<file path="src/rtl/grip_pkg.sv">
package grip_pkg;
    localparam int MANT_W  = 16;
    localparam int EXP_W   = 3;
    localparam int REG_W   = 8;
    localparam int ADDR_W  = 1;
    localparam int MODE_W  = 2;
    localparam int OFF_LSB = 5;
    localparam int INV_BIT = 4;
    localparam logic [ADDR_W-1:0] ADDR_MODE = 1'b0;
    localparam logic [ADDR_W-1:0] ADDR_EXPC = 1'b1;

    typedef enum logic [MODE_W-1:0] {
        MODE_REAL = 2'd0,
        MODE_DIV  = 2'd1,
        MODE_CPLX = 2'd2
    } grip_mode_e;

    typedef struct packed {
        logic [EXP_W-1:0] off;
        logic             inv;
    } grip_expc_t;

    typedef struct packed {
        logic              valid;
        grip_mode_e        mode;
        logic              tag;
        logic [MANT_W-1:0] data;
    } grip_samp_t;

    // Inverted exponent (2^W-1 - e) is the bitwise complement; the sum wraps mod 2^W.
    function automatic logic [EXP_W-1:0] shift_amt(input logic [EXP_W-1:0] e,
                                                   input grip_expc_t c);
        logic [EXP_W-1:0] base;
        base = c.inv ? ~e : e;
        return base + c.off;
    endfunction

    function automatic logic mode_legal(input logic [MODE_W-1:0] m);
        return (m == MODE_REAL) || (m == MODE_DIV) || (m == MODE_CPLX);
    endfunction
endpackage

</file>
<file path="src/rtl/grip_cfg_regs.sv">
module grip_cfg_regs
    import grip_pkg::*;
(
    input  logic              clk,
    input  logic              rst,
    input  logic              we,
    input  logic [ADDR_W-1:0] addr,
    input  logic [REG_W-1:0]  wdata,
    output grip_mode_e        mode,
    output grip_expc_t        expc
);
    logic [MODE_W-1:0] mode_code;
    assign mode_code = wdata[MODE_W-1:0];

    always_ff @(posedge clk) begin
        if (rst) begin
            mode <= MODE_REAL;
            expc <= '0;
        end else if (we) begin
            if (addr == ADDR_MODE && mode_legal(mode_code)) begin
                mode <= grip_mode_e'(mode_code);
            end
            if (addr == ADDR_EXPC) begin
                expc.off <= wdata[OFF_LSB +: EXP_W];
                expc.inv <= wdata[INV_BIT];
            end
        end
    end

    assert_mode_legal_R7: assert property (@(posedge clk) disable iff (rst)
        mode_legal(mode));

    assert_expc_hold_R6: assert property (@(posedge clk) disable iff (rst)
        !(we && addr == ADDR_EXPC) |=> $stable(expc));

    assert_mode_hold_R7: assert property (@(posedge clk) disable iff (rst)
        !(we && addr == ADDR_MODE) |=> $stable(mode));
endmodule

</file>
<file path="src/rtl/grip_scaler.sv">
module grip_scaler
    import grip_pkg::*;
(
    input  logic [MANT_W-1:0] mant,
    input  logic [EXP_W-1:0]  expo,
    input  grip_expc_t        expc,
    output logic [MANT_W-1:0] scaled
);
    logic [EXP_W-1:0] sh;
    always_comb begin
        sh     = shift_amt(expo, expc);
        scaled = $unsigned($signed(mant) >>> sh);
    end
endmodule

</file>
<file path="src/rtl/grip_router.sv">
module grip_router
    import grip_pkg::*;
(
    input  logic              clk,
    input  logic              rst,
    input  logic              in_valid,
    input  logic              in_ab,
    input  grip_mode_e        mode,
    input  logic [MANT_W-1:0] scaled,
    output grip_samp_t        samp
);
    logic tag_nxt;
    always_comb begin
        case (mode)
            MODE_DIV:  tag_nxt = in_ab;
            MODE_CPLX: tag_nxt = in_ab;
            default:   tag_nxt = 1'b0;
        endcase
    end

    always_ff @(posedge clk) begin
        if (rst) begin
            samp <= '0;
        end else begin
            samp.valid <= in_valid;
            if (in_valid) begin
                samp.mode <= mode;
                samp.tag  <= tag_nxt;
                samp.data <= scaled;
            end
        end
    end

    assert_valid_latency_R2: assert property (@(posedge clk) disable iff (rst)
        in_valid |=> samp.valid);

    assert_idle_latency_R2: assert property (@(posedge clk) disable iff (rst)
        !in_valid |=> !samp.valid);

    assert_real_tag_zero_R8: assert property (@(posedge clk) disable iff (rst)
        (samp.valid && samp.mode == MODE_REAL) |-> !samp.tag);

    assert_tag_follows_ab_R9: assert property (@(posedge clk) disable iff (rst)
        (in_valid && mode != MODE_REAL) |=> samp.tag == $past(in_ab));
endmodule

</file>
<file path="src/rtl/gr_input_port.sv">
module gr_input_port
    import grip_pkg::*;
(
    input  logic              clk,
    input  logic              rst,
    input  logic              cfg_we,
    input  logic [ADDR_W-1:0] cfg_addr,
    input  logic [REG_W-1:0]  cfg_wdata,
    input  logic              in_valid,
    input  logic [MANT_W-1:0] in_mant,
    input  logic [EXP_W-1:0]  in_exp,
    input  logic              in_ab,
    output logic              out_valid,
    output logic [MANT_W-1:0] out_data,
    output logic              out_tag,
    output logic [MODE_W-1:0] out_mode
);
    grip_mode_e        mode;
    grip_expc_t        expc;
    logic [MANT_W-1:0] scaled;
    grip_samp_t        samp;

    grip_cfg_regs u_regs (
        .clk(clk), .rst(rst), .we(cfg_we), .addr(cfg_addr),
        .wdata(cfg_wdata), .mode(mode), .expc(expc)
    );

    grip_scaler u_scale (
        .mant(in_mant), .expo(in_exp), .expc(expc), .scaled(scaled)
    );

    grip_router u_route (
        .clk(clk), .rst(rst), .in_valid(in_valid), .in_ab(in_ab),
        .mode(mode), .scaled(scaled), .samp(samp)
    );

    assign out_valid = samp.valid;
    assign out_data  = samp.data;
    assign out_tag   = samp.tag;
    assign out_mode  = samp.mode;

    assert_sign_kept_R5: assert property (@(posedge clk) disable iff (rst)
        in_valid |=> out_data[MANT_W-1] == $past(in_mant[MANT_W-1]));

    assert_mode_reported_R12: assert property (@(posedge clk) disable iff (rst)
        in_valid |=> out_mode == $past(mode));
endmodule

</file>
<file path="config.mk">
export PLATFORM = sky130hd
export DESIGN_NAME = gr_input_port
export DESIGN_NICKNAME = d
export VERILOG_FILES = /design/src/rtl/grip_pkg.sv /design/src/rtl/grip_cfg_regs.sv /design/src/rtl/grip_scaler.sv /design/src/rtl/grip_router.sv /design/src/rtl/gr_input_port.sv
export SDC_FILE = /design/constraint.sdc
export NUM_CORES = 1
export LEC_CHECK = 0
export ABC_AREA = 0
export BUFFER_PORTS_ARGS = -buffer_cell sky130_fd_sc_hd__buf_2
export CAP_MARGIN = 0
export CORE_MARGIN = 1.5
export CORE_UTILIZATION = 50
export DETAILED_ROUTE_END_ITERATION = 7
export GPL_ROUTABILITY_DRIVEN = 0
export GPL_TIMING_DRIVEN = 0
export PLACE_DENSITY = 0.89
export SYNTH_ARGS = -nofsm -noshare
export SYNTH_HDL_FRONTEND = slang
export SYNTH_HIERARCHICAL = 1
export SYNTH_SLANG_ARGS = --single-unit
</file>
<file path="constraint.sdc">
create_clock -name clk -period 4.2 [get_ports clk]
set_clock_uncertainty 0.15 [all_clocks]
set_input_delay 0.42 -clock clk [delete_from_list [all_inputs] [get_ports clk]]
set_output_delay 0.42 -clock clk [all_outputs]
set_load 0.02 [all_outputs]
</file>
==> impl_results.md <==
* Slowest CP cell: fa_1
* Vias in the first global route at ~1,200
* Detail Placement HPWL at between 2 and 3 mm
* Post-route ant nets at 0
* Critical Path Fanout Max at 10
* Clk_lat worst skew at a little over 0.3 ns
* Cells after Synth at about 160
* Post-synthesis cell type count at 36
* CP required at around 4.3 ns
* Die H at roughly 60 µm
* CP Capture Type: flop
* Worst IR Drop VDD at around 0.22 mV
* Share of layout cells above drive strength 1 at 41.7%
* Worst min-delay path endpoint: u_route/samp[16]$_SDFFE_PP0P_
* Global-route wire length before repair at between 5 and 6 mm
* RR Startpoint: u_regs/expc[0]$_SDFFE_PP0P_
* Max_cap viols at 0
* Post-synthesis sequential area ratio at 31.5%
* GR Overflow Total at 0
* Max Clk Rate at 0.344 GHz
* Cts bufs inserted at 3
* # diodes at 0
* Leak at just under 0.001 µW
* Cts hold-fix bufs at 0
* Largest net degree at the start of global routing at 15
* Nets at roughly 250
* DR DRC count at 0
* TNS Setup at 0 ns
* Setup Buffers After CTS at 0
* Post-Route WL at approximately 3.5 mm
* Synthesized area per cell at ~10 µm²
* Critical path startpoint category: flop
* Worst setup path class: reg2reg
* Initial antenna violation count at 0
* Hold crit path type: in2reg
* Max_slew headroom at between 60% and 70%
* Unrepaired setup endpoints after global routing: no
* Hold depth at 2
* Fill cell count at between 200 and 300
* Tot GR Track Use at approximately a fifth
* Max-slew violations at 0
* PortBufs at between 40 and 50
* Syn_nets at 200
* CTS Sinks at 26
* Pwr per Cell Area at 351 nW/µm²
* Fin crit share at between 60% and 70%
* DR vias at between 1,000 and 1,500
* Starting Density at 53.2%
* Area of the mapped netlist at roughly 1700 µm²
* # resized after CTS at 0
* Crit path time final at roughly 2.9 ns
* DIE WIDTH at around 60 µm
* Flop-to-flop setup slack at between 1 and 1.5 ns
* #FFs+latches synth at 26
* Placed Area at ~1900 µm²
* Area growth from synthesis to layout at 20.1%
* Final setup viols at 0
* DRT Pass-1 Iters at 4
* Detailed-route wire length per cell at between 10 and 15 µm
* Arr. time, crit path at ~3 ns
* Final hold vios at 0
* Reg-to-Reg End: u_route/samp[0]$_SDFFE_PP0P_
* Most frequent cells in the layout: buf_2 (51), mux2i_1 (33), dfxtp_1 (26)
* Synth warnings at 6
* Worst path cell trace: xor2_1 -> ha_1 -> inv_1 -> fa_1 -> buf_2 -> mux2_2 -> o21ai_0 -> o21ai_1 -> mux2i_1 -> nor2_1
* Commonest non-fill, non-tap cell in the layout: buf_2
* H-tree depth at 1
* # rows at 20
* CTS tree: done
* Hold_sp: in_ab
* Clk slew on worst S/H paths at 0.14 ns
* Initial DRC Count at between 90 and 100
* Outcome: completed
* Boundary Pins at 53
* Slew @ Worst Pin at about 0.47 ns
* Slowest Stage Delay on Critical Path at approximately 0.5 ns
* Die Area at around 3700 µm²
* Core area at 3100 µm²
* Root Buffer: clkbuf_4
* Via density at between 5 and 6
* CTS Buffer Depth at 2
* Worst r2r path cells at 10
* Final Cell Area at between 1500 and 2000 µm²
[routing by layer]
layer,GRT usage (%),share of wire (%)
met1,22.9,44
met2,36.8,51
met3,4.48,5.0
met4,2.48,0.23
met5,0,0
[cells in the mapped netlist]
cell	count	area (µm²)
a31oi_1	2	12.5
buf_2	3	15.0
mux2_2	6	67.6
nor2b_1	1	6.26
xor2_2	2	32.5
o21ai_0	4	20.0
dfxtp_1	26	521
nand2_2	1	6.26
o21ai_2	2	17.5
mux2i_1	33	330
mux4_2	4	90.1
a21oi_1	8	40.0
nand2_1	7	26.3
xnor2_2	2	32.5
nor2_1	22	82.6
nor2_2	2	12.5
a211oi_1	1	7.51
nor3b_2	1	12.5
ha_1	2	25.0
buf_12	1	20.0
fa_1	1	20.0
a21bo_2	4	40.0
or3b_1	1	8.76
nor3b_1	1	7.51
o21ai_1	3	15.0
buf_4	3	22.5
buf_6	5	56.3
a31o_2	1	8.76
nand3_1	4	20.0
o211a_1	1	10.0
a21o_1	1	7.51
xor2_1	2	17.5
a211oi_2	1	12.5
inv_1	4	15.0
clkbuf_1	1	3.75
xnor2_1	1	8.76
[layout make-up]
type | instances | area (µm²) | share of cell area, %
repair buffers | 48 | 240 | 12.1
flip-flops and latches | 26 | 520 | 26.2
multi-input cells | 121 | 998 | 50.3
plain buffers | 13 | 118 | 5.93
clock buffers | 4 | 36.3 | 1.83
well taps | 44 | 55.1 | 2.78
inverters | 4 | 15.0 | 0.757
[worst max-delay path by stage]
| stage | start | to | cells after the start |
|---|---|---|---|
| floorplan | u_regs/expc[0]$_SDFFE_PP0P_ | u_route/samp[4]$_SDFFE_PP0P_ | 10 |
| global placement | in_exp[0] | u_route/samp[4]$_SDFFE_PP0P_ | 11 |
| detailed placement | in_exp[0] | u_route/samp[4]$_SDFFE_PP0P_ | 11 |
| CTS | u_regs/expc[0]$_SDFFE_PP0P_ | u_route/samp[4]$_SDFFE_PP0P_ | 10 |
| global route | u_regs/expc[0]$_SDFFE_PP0P_ | u_route/samp[0]$_SDFFE_PP0P_ | 10 |
| finish | u_regs/expc[0]$_SDFFE_PP0P_ | u_route/samp[0]$_SDFFE_PP0P_ | 10 |
[critical path, delay by kind of cell (launching register included)]
kind,cells,cell delay (ns)
adder cells (fa/ha/maj),2,0.68
multiplexers,2,0.51
flip-flops,1,0.45
AO/OA/AOI/OAI,2,0.41
buffers and inverters,2,0.33
XOR/XNOR,1,0.23
AND/OR/NAND/NOR,1,0.06
[stage by stage]
step                      power [µW]  hold WS (ns)  setup WS (ns)  cells  util, %
after floorplan                  501         0.309           1.64    164        -
after global placement           565         0.318           1.37    256     62.7
after detailed placement         572         0.325           1.31    256     62.7
after CTS                        701         0.170           1.33    260     63.9
after global routing             736         0.171           1.11    260     63.9
final                            696         0.183           1.30    260     63.9
[where the power goes]
group / total [µW] / switching (µW) / internal [µW] / leakage [µW]
registers: 282 / 12.0 / 270 / 0.000214
logic: 289 / 158 / 131 / 0.000741
clock network: 124 / 71.0 / 53.0 / 0.0000210
total: 696 / 241 / 455 / 0.000976
[flip-flops by register name (all words and copies together), names as in the netlist]
register      flops
u_route/samp     20
u_regs/expc       4
u_regs/mode       2
[kinds of logic (layout without fill, tap and decap cells)]
group	Yosys count	in the layout	synth area share (%)
AO/OA/AOI/OAI	28	28	11.6
XOR/XNOR	7	7	5.53
adder cells (fa/ha/maj)	3	3	2.73
buffers and inverters	17	69	8.03
flip-flops	26	26	31.5
multiplexers	43	43	29.5
AND/OR/NAND/NOR	40	40	11.1
Note: power is estimated with default switching activity, not from simulation.
